--- src/rtl/seg_agu_pkg.sv ---
package seg_agu_pkg;
  typedef enum logic [1:0] {
    KIND_FETCH = 2'd0,
    KIND_DATA  = 2'd1,
    KIND_STACK = 2'd2,
    KIND_EXTRA = 2'd3
  } acc_kind_e;

  typedef enum logic [1:0] {
    SQ_IDLE = 2'd0,
    SQ_LO   = 2'd1,
    SQ_HI   = 2'd2
  } seq_state_e;
endpackage

--- src/rtl/seg_regfile.sv ---
module seg_regfile #(
  parameter int SEG_W   = 16,
  parameter int NUM_SEG = 4,
  localparam int SEL_W  = $clog2(NUM_SEG)
) (
  input  logic             clk,
  input  logic             rst,
  input  logic             we,
  input  logic [SEL_W-1:0] wsel,
  input  logic [SEG_W-1:0] wdata,
  input  logic [SEL_W-1:0] rsel,
  output logic [SEG_W-1:0] rdata
);
  logic [NUM_SEG-1:0][SEG_W-1:0] seg_q;

  always_ff @(posedge clk) begin
    if (rst) begin
      seg_q <= '0;
    end else begin
      for (int i = 0; i < NUM_SEG; i++) begin
        if (we && (wsel == SEL_W'(i))) seg_q[i] <= wdata;
      end
    end
  end

  assign rdata = seg_q[rsel];


  seg_hold_chk: assert property (@(posedge clk) disable iff (rst)
    !we |=> $stable(seg_q));
endmodule

--- src/rtl/seg_addr_calc.sv ---
module seg_addr_calc #(
  parameter int SEG_W  = 16,
  parameter int OFF_W  = 16,
  parameter int SHIFT  = 4,
  parameter int ADDR_W = 20,
  localparam int SUM_W = ((SEG_W + SHIFT) > OFF_W ? (SEG_W + SHIFT) : OFF_W) + 1
) (
  input  logic [SEG_W-1:0]  seg,
  input  logic [OFF_W-1:0]  off,
  output logic [ADDR_W-1:0] phys
);
  logic [SUM_W-1:0] seg_ext;
  logic [SUM_W-1:0] off_ext;
  logic [SUM_W-1:0] sum;

  always_comb begin
    seg_ext = SUM_W'(seg) << SHIFT;
    off_ext = SUM_W'(off);
    sum     = seg_ext + off_ext;
    phys    = sum[ADDR_W-1:0];
  end
endmodule

--- src/rtl/seg_byte_seq.sv ---
module seg_byte_seq
  import seg_agu_pkg::*;
#(
  parameter int ADDR_W  = 20,
  parameter int BYTE_W  = 8,
  localparam int DATA_W = 2 * BYTE_W
) (
  input  logic              clk,
  input  logic              rst,
  input  logic              req_valid,
  output logic              req_ready,
  input  logic [ADDR_W-1:0] req_addr,
  input  logic              req_word,
  input  logic              req_write,
  input  logic [DATA_W-1:0] req_wdata,
  output logic              mem_valid,
  input  logic              mem_ready,
  output logic [ADDR_W-1:0] mem_addr,
  output logic              mem_we,
  output logic [BYTE_W-1:0] mem_wdata,
  input  logic [BYTE_W-1:0] mem_rdata,
  output logic              done,
  output logic [DATA_W-1:0] rd_data
);
  seq_state_e        state;
  logic              word_q;
  logic [BYTE_W-1:0] hi_q;
  logic [BYTE_W-1:0] lo_q;

  assign req_ready = (state == SQ_IDLE);

  always_ff @(posedge clk) begin
    if (rst) begin
      state     <= SQ_IDLE;
      mem_valid <= 1'b0;
      mem_addr  <= '0;
      mem_we    <= 1'b0;
      mem_wdata <= '0;
      done      <= 1'b0;
      rd_data   <= '0;
      word_q    <= 1'b0;
      hi_q      <= '0;
      lo_q      <= '0;
    end else begin
      done <= 1'b0;
      case (state)
        SQ_IDLE: begin
          if (req_valid) begin
            state     <= SQ_LO;
            mem_valid <= 1'b1;
            mem_addr  <= req_addr;
            mem_we    <= req_write;
            mem_wdata <= req_wdata[BYTE_W-1:0];
            hi_q      <= req_wdata[DATA_W-1:BYTE_W];
            word_q    <= req_word;
          end
        end
        SQ_LO: begin
          if (mem_ready) begin
            if (word_q) begin
              lo_q      <= mem_rdata;
              mem_addr  <= mem_addr + ADDR_W'(1);
              mem_wdata <= hi_q;
              state     <= SQ_HI;
            end else begin
              mem_valid <= 1'b0;
              done      <= 1'b1;
              if (!mem_we) rd_data <= {{BYTE_W{1'b0}}, mem_rdata};
              state     <= SQ_IDLE;
            end
          end
        end
        SQ_HI: begin
          if (mem_ready) begin
            mem_valid <= 1'b0;
            done      <= 1'b1;
            if (!mem_we) rd_data <= {mem_rdata, lo_q};
            state     <= SQ_IDLE;
          end
        end
        default: state <= SQ_IDLE;
      endcase
    end
  end


  stall_hold_chk: assert property (@(posedge clk) disable iff (rst)
    (mem_valid && !mem_ready) |=>
      (mem_valid && $stable(mem_addr) && $stable(mem_we) && $stable(mem_wdata)));


  done_pulse_chk: assert property (@(posedge clk) disable iff (rst)
    done |=> !done);


  accept_start_chk: assert property (@(posedge clk) disable iff (rst)
    (req_valid && req_ready) |=> (mem_valid && !req_ready));


  hi_addr_chk: assert property (@(posedge clk) disable iff (rst)
    (state == SQ_LO && mem_valid && mem_ready && word_q) |=>
      (mem_valid && mem_addr == $past(mem_addr) + ADDR_W'(1)));
endmodule

--- src/rtl/seg_agu_top.sv ---
module seg_agu_top
  import seg_agu_pkg::*;
#(
  parameter int SEG_W   = 16,
  parameter int OFF_W   = 16,
  parameter int SHIFT   = 4,
  parameter int ADDR_W  = 20,
  parameter int BYTE_W  = 8,
  parameter int NUM_SEG = 4,
  localparam int SEL_W  = $clog2(NUM_SEG),
  localparam int DATA_W = 2 * BYTE_W
) (
  input  logic              clk,
  input  logic              rst,
  input  logic              seg_we,
  input  logic [SEL_W-1:0]  seg_sel,
  input  logic [SEG_W-1:0]  seg_wdata,
  input  logic              req_valid,
  output logic              req_ready,
  input  logic [SEL_W-1:0]  req_kind,
  input  logic [OFF_W-1:0]  req_off,
  input  logic              req_word,
  input  logic              req_write,
  input  logic [DATA_W-1:0] req_wdata,
  output logic              mem_valid,
  input  logic              mem_ready,
  output logic [ADDR_W-1:0] mem_addr,
  output logic              mem_we,
  output logic [BYTE_W-1:0] mem_wdata,
  input  logic [BYTE_W-1:0] mem_rdata,
  output logic              done,
  output logic [DATA_W-1:0] rd_data
);
  logic [SEG_W-1:0]  seg_base;
  logic [ADDR_W-1:0] phys;

  seg_regfile #(.SEG_W(SEG_W), .NUM_SEG(NUM_SEG)) u_regs (
    .clk   (clk),
    .rst   (rst),
    .we    (seg_we),
    .wsel  (seg_sel),
    .wdata (seg_wdata),
    .rsel  (req_kind),
    .rdata (seg_base)
  );

  seg_addr_calc #(.SEG_W(SEG_W), .OFF_W(OFF_W), .SHIFT(SHIFT), .ADDR_W(ADDR_W)) u_calc (
    .seg  (seg_base),
    .off  (req_off),
    .phys (phys)
  );

  seg_byte_seq #(.ADDR_W(ADDR_W), .BYTE_W(BYTE_W)) u_seq (
    .clk       (clk),
    .rst       (rst),
    .req_valid (req_valid),
    .req_ready (req_ready),
    .req_addr  (phys),
    .req_word  (req_word),
    .req_write (req_write),
    .req_wdata (req_wdata),
    .mem_valid (mem_valid),
    .mem_ready (mem_ready),
    .mem_addr  (mem_addr),
    .mem_we    (mem_we),
    .mem_wdata (mem_wdata),
    .mem_rdata (mem_rdata),
    .done      (done),
    .rd_data   (rd_data)
  );
endmodule

--- config.mk ---
export PLATFORM = sky130hd
export DESIGN_NAME = seg_agu_top
export DESIGN_NICKNAME = d
export VERILOG_FILES = /design/src/rtl/seg_agu_pkg.sv /design/src/rtl/seg_regfile.sv /design/src/rtl/seg_addr_calc.sv /design/src/rtl/seg_byte_seq.sv /design/src/rtl/seg_agu_top.sv
export SDC_FILE = /design/constraint.sdc
export NUM_CORES = 1
export LEC_CHECK = 0
export BUFFER_PORTS_ARGS = -buffer_cell sky130_fd_sc_hd__clkbuf_2
export CAP_MARGIN = 10
export CORE_ASPECT_RATIO = 1.25
export CORE_MARGIN = 4
export CORE_UTILIZATION = 35
export DETAILED_ROUTE_END_ITERATION = 10
export PLACE_DENSITY = 0.66
export SLEW_MARGIN = 40
export SYNTH_ARGS = -nofsm -noshare
export SYNTH_HDL_FRONTEND = slang
export SYNTH_SLANG_ARGS = --single-unit
export TNS_END_PERCENT = 1
--- constraint.sdc ---
create_clock -name clk -period 3.3 [get_ports clk]
set_input_delay 0.33 -clock clk [delete_from_list [all_inputs] [get_ports clk]]
set_output_delay 0.33 -clock clk [all_outputs]
set_load 0.005 [all_outputs]
==> flow_summary.ini, run 1 <==
[floorplanning]
core_um2 = 17600
die-area_um2 = 20300
top_level_ports = 115
chipHeight_um = 158
starting_density_pct = 36.0
chipWidth_um = 128
placementRows = 54

[cts]
cts_tree = built
postCtsResizedCells = 0
post_cts_setup_buffer_count = 0
cts-root-to-sink-buffers = 2
clock_latency_ns = 0.42
cts_max_level = 4
cts.reportedPaths.clkPinSlew_ns = 0.06
clock_tree.root_cell = clkbuf_16
hold_buffer_count_at_cts = 0
clock_sink_count = 130
total_cts_buffers = 17

[setup_path]
endpoint_kind = flop
slowest_cell_delay_on_critical_path_ns = 0.47
critical_path_peak_fanout = 3
critical_path.reg2reg.endpoint = u_seq.mem_addr[12]
timing.critical_path.slowest_stage_cell = mux4_2
r2r-start = u_regs.seg_q[48]
startpoint = u_regs.seg_q[48]
startpoint_class_of_the_critical_path = flop
setup.reg_to_reg.worst_slack_ns = 0.62
worst_setup_path_endpoint = u_seq.mem_addr[12]
worst-setup-path-type = flop to flop
timing.critical_path.cells = mux4_2, ha_1, inv_1, fa_1, nor2b_1, o2111ai_1, nand2_1, a21o_1, a21oi_1, xor2_1, a2111oi_2
worstPathArrival_ns = 2.99
timing.critical_path.required_ns = 3.61
reg2reg_depth = 11

[detailed_routing]
route.antenna.remaining_nets = 0
wl_per_cell_um = 14.9
detailed_route_vias_per_instance = 5.16
drt_first_iter_violations = 309
drc_errors = 0
route.final.wire_length_um = 16600
route.vias.total = 5751
firstDrtPassIters = 5

[timing]
final_max_slew_viol_count = 0
finalSetupTns_ns = 0
unrepaired_setup_endpoints_after_global_routing = false
final.setup.worst_slack_ns = 0.623
fmaxAchievable_ghz = 0.374
final_hold_viol_count = 0
min_period_over_period_pct = 81.1
worst-slew-pin-transition_ns = 0.713
slew_headroom_pct = 52.3
finalCriticalPeriod_ns = 2.68
skew_ns = 0.0116
total_of_endpoints_with_negative_setup_slack_in_the_final_report = 0

[synthesis]
synth_largest_type_area_fraction_pct = 41.2
synth.most_common_cell = nand2_1
post_synth_inst_count = 782
synthTopCellsByCount = 210 x nand2_1, 130 x dfxtp_1, 119 x a21oi_1, 44 x nor2_1, 36 x clkbuf_1
ys_types = 58
post_synth.cell_area_avg_um2 = 8.08
synth_fp_nets = 867
post-synth-top-area-cell = dfxtp_1
postSynth.asyncResetShare_pct = 0
ys_dominant_reg_cell = dfxtp_1
synth_edf_count = 0
synth_area_um2 = 6320
synth-warning-count = 0
netlist_top_cells_area = dfxtp_1 41%, nand2_1 12%, a21oi_1 9.4%, mux4_2 5.7%, ha_1 3.4%
sequential_fraction_of_the_synthesis_area_pct = 41.2
ys_seq_elements = 130

[grt]
antenna_found_initial = 0
global_route.overflow_total = 0
grt_max_degree = 82
grt_pass1_wl_um = 27300
gr_usage_total_pct = 16.6
grt_pass1_vias = 5453

[final_layout]
fill_cell_total_of_the_finished_layout = 1796
post_layout_nonfiller_instances = 1115
num_antenna_cells = 0
num-nets-final = 963
layout-drive-gt1-share_pct = 21.7
flow.area_growth_from_synthesis_pct = 22.0

[placement]
place_congestion = 0.823
portBuffers = 114
detailedPlace.worstSlack_ns = 0.247
dpl.cell_count = 1083
detailed_place_hpwl_um = 11800

[run_status]
status = completed

[run]
max_cap_violations = 0

[pwr]
highest_ir_drop_seen_on_vdd_v = 0.000344
p_leak_nw = 2.99
cellPowerDensity_nw_per_um2 = 555

[min_path]
min_from = req_write
hold_path_class = input port to flop
cell families after synthesis:
family,synth area share [%]
compound gates,18.6
fa+ha+maj,3.68
simple gates,22.1
buf+inv,3.98
mux,8.95
xor+xnor,1.39
flops,41.2
state kept, by name, summed over array words and instances, names as in the netlist:
name             count
u_seq.done           1
u_seq.state          2
u_seq.rd_data       16
u_seq.word_q         1
u_regs.seg_q        64
u_seq.mem_addr      20
u_seq.hi_q           8
u_seq.lo_q           8
u_seq.mem_wdata      8
u_seq.mem_valid      1
u_seq.mem_we         1
worst min-delay path by stage:
| stage | endpoint | cells after the start |
|---|---|---|
| global route | u_seq.mem_we | 3 |
| detailed placement | u_regs.seg_q[24] | 2 |
| CTS | u_seq.mem_we | 3 |
| floorplan | u_regs.seg_q[21] | 2 |
| global placement | u_regs.seg_q[29] | 2 |
| finish | u_seq.mem_we | 3 |
cell type report:
type	instances	area (µm²)	share of cell area, %
Timing Repair Buffer	126	679	8.82
Multi-Input combinational cell	588	3470	45.0
Sequential cell	130	2600	33.8
Clock buffer	17	425	5.52
Clock inverter	15	194	2.52
Tap cell	224	280	3.64
Inverter	15	56.3	0.731
through the flow:
step,hold slack (ns),power (mW),instance area [µm²],util [%]
finish,0.135,4.27,7700,43.9
floorplan,0.433,2.11,6320,-
CTS,0.113,4.32,7700,43.8
global placement,0.440,2.32,7080,40.3
detailed placement,0.446,2.33,7080,40.3
global route,0.129,4.47,7700,43.9
where the power goes:
part           total, mW  switching (mW)  internal (mW)
sequential          1.72          0.0664           1.66
clock               1.98           0.775           1.21
combinational      0.566           0.331          0.235
total               4.27            1.17           3.10
critical path: cells and delay by family, from the launching register on:
kind / cells / cell delay, ns
buffers and inverters: 1 / 0.07
xor gates and xnor gates: 1 / 0.10
DFF: 1 / 0.31
and+or+nand+nor: 2 / 0.21
AOI/OAI and AO/OA: 4 / 0.98
muxes: 1 / 0.47
adders and majority gates: 2 / 0.43
cell usage in the layout, fill, tap and decap left out, types with 4 or more instances in the layout:
cell	synthesis	layout
nand2b_1	4	4
dfxtp_1	130	130
nand3_1	19	19
inv_6	0	6
mux2i_1	19	19
mux4_2	16	16
and3_1	4	4
nand2_1	210	210
a21oi_1	119	119
nor4_1	4	4
inv_1	14	14
nor3_1	9	9
clkbuf_2	0	113
nor2_1	44	44
a211oi_1	27	27
ha_1	17	15
a31oi_1	4	4
clkbuf_16	0	17
buf_4	0	11
a21o_1	5	5
or2_2	4	4
o22ai_1	4	4
xnor2_1	7	7
o21ai_0	13	13
routing by layer:
metal  GRT usage [%]  vias to the layer above  share of wire (%)
met5               0                        -                  0
met3            3.21                       15                4.8
met1            21.4                     2665                 45
li1                -                     2923                  -
met2            27.9                      148                 49
met4            6.07                        0                1.4
Note: power is estimated with default switching activity, not from simulation.
==> run 2: changes to the inputs <==
PLACE_DENSITY = 0.64   (was 0.66)
clock period = 2.79 ns   (was 3.3 ns; I/O delays follow)
==> flow_summary.ini, run 2 (synthesized netlist as in run 1, its figures left out) <==
[setup_path]
timing.critical_path.cells = mux4_2, ha_1, a211oi_1, nor4_1, nor3_2, o21bai_1, nor2_1, mux2i_1, a31oi_1
worst-setup-path-type = flop to flop
timing.critical_path.slowest_stage_cell = mux4_2
critical_path_peak_fanout = 3
slowest_cell_delay_on_critical_path_ns = 0.48
startpoint_class_of_the_critical_path = flop
worstPathArrival_ns = 2.97
endpoint_kind = flop
timing.critical_path.required_ns = 3.05

[detailed_routing]
drt_first_iter_violations = 297
route.antenna.remaining_nets = 0
route.vias.total = 5757
firstDrtPassIters = 4
drc_errors = 0
detailed_route_vias_per_instance = 5.08
route.final.wire_length_um = 16800
wl_per_cell_um = 14.8

[timing]
final.setup.worst_slack_ns = 0.0786
final_max_slew_viol_count = 0
total_of_endpoints_with_negative_setup_slack_in_the_final_report = 0
fmaxAchievable_ghz = 0.369
skew_ns = 0.00815
finalCriticalPeriod_ns = 2.71
final_hold_viol_count = 0
worst-slew-pin-transition_ns = 0.712
slew_headroom_pct = 52.4
unrepaired_setup_endpoints_after_global_routing = true
min_period_over_period_pct = 97.2

[placement]
portBuffers = 114
place_congestion = 0.808
detailedPlace.worstSlack_ns = -0.151
placement.cell_area_um2 = 7280
detailed_place_hpwl_um = 12000

[floorplanning]
die-area_um2 = 20300
chipHeight_um = 158
placementRows = 54
starting_density_pct = 36.0
core_um2 = 17600
chipWidth_um = 128
top_level_ports = 115

[cts]
cts_max_level = 4
clock_latency_ns = 0.41
total_cts_buffers = 17
clock_sink_count = 130
clock_tree.root_cell = clkbuf_16
cts_tree = built
postCtsResizedCells = 0
post_cts_setup_buffer_count = 0
cts.reportedPaths.clkPinSlew_ns = 0.05
cts-root-to-sink-buffers = 2
hold_buffer_count_at_cts = 0

[final_layout]
num_antenna_cells = 0
layout.cells.most_common = nand2_1
num-nets-final = 984
fill_cell_total_of_the_finished_layout = 1808
final_area_um2 = 7850
largest_registers = u_regs.seg_q x64, u_seq.mem_addr x20, u_seq.rd_data x16
final_cell_mix = 210 x nand2_1, 130 x dfxtp_1, 119 x a21oi_1
layout-drive-gt1-share_pct = 23.1
flow.area_growth_from_synthesis_pct = 24.3
largest_register_ff_count = 64
top_register = u_regs.seg_q

[run]
max_cap_violations = 0

[grt]
grt_pass1_wl_um = 27600
grt_max_degree = 90
grt_pass1_vias = 5513
antenna_found_initial = 0
gr_usage_total_pct = 16.9
global_route.overflow_total = 0

[run_status]
status = completed

[pwr]
p_leak_nw = 3.08
cellPowerDensity_nw_per_um2 = 621
highest_ir_drop_seen_on_vdd_v = 0.000417

[min_path]
hold_path_class = input port to flop
## run 2: changes by cell type in the layout (fill, tap and decap cells not counted), moves of 2 or more
cell | previous run | this run
clkinv_2 | 0 | 2
clkinv_4 | 2 | 0
buf_4 | 11 | 31
inv_6 | 6 | 0
clkinvlp_4 | 3 | 1
clkbuf_8 | 0 | 3
ha_4 | 0 | 2
clkbuf_1 | 0 | 5
## run 2: final timing paths
kind / cells past startpoint / start / end / slack (ns)
min reg2reg: 2 / u_regs.seg_q[39] / u_regs.seg_q[39] / 0.45
max: 9 / u_regs.seg_q[49] / u_seq.mem_addr[19] / 0.08
max reg2reg: 9 / u_regs.seg_q[49] / u_seq.mem_addr[19] / 0.08
min: 3 / req_wdata[14] / u_seq.hi_q[6] / 0.09
## run 2: area by class of cell
type / count / area (µm²) / share of cell area (%)
Clock buffer: 25 / 485 / 6.18
Tap cell: 224 / 280 / 3.57
Inverter: 15 / 56.3 / 0.717
Sequential cell: 130 / 2600 / 33.1
Multi-Input combinational cell: 588 / 3500 / 44.6
Clock inverter: 5 / 77.6 / 0.988
Timing Repair Buffer: 147 / 850 / 10.8
## run 2: through the flow
step | hold slack [ns] | instances | power (mW) | setup TNS, ns | util, %
finish | 0.0891 | 1134 | 4.87 | 0 | 44.7
global route | 0.0973 | 1134 | 5.11 | -0.221 | 44.7
CTS | 0.0737 | 1134 | 4.93 | 0 | 44.6
detailed placement | 0.446 | 1104 | 2.78 | -0.424 | 41.4
global placement | 0.437 | 1104 | 2.77 | -0.123 | 41.4
floorplan | 0.415 | 782 | 2.51 | 0 | -
## run 2: critical path: cells and delay by family, from the launching register on
| kind | cells | cell delay [ns] |
|---|---|---|
| mux | 2 | 0.69 |
| compound gates | 3 | 0.67 |
| simple gates | 3 | 0.57 |
| flops | 1 | 0.31 |
| fa+ha+maj | 1 | 0.31 |
## run 2: power breakdown
| part | total [mW] | leakage [nW] | internal, mW | switching (mW) |
|---|---|---|---|---|
| Combinational | 0.702 | 1.75 | 0.303 | 0.399 |
| Clock | 2.13 | 0.273 | 1.37 | 0.762 |
| Sequential | 2.04 | 1.06 | 1.96 | 0.0772 |
## run 2: layer usage
layer	up-vias	global-route usage [%]	routed length [µm]
met4	0	5.66	190
met1	2645	21.8	7590
li1	2961	-	-
met3	14	3.27	780
met2	137	28.3	8220
met5	-	0	0
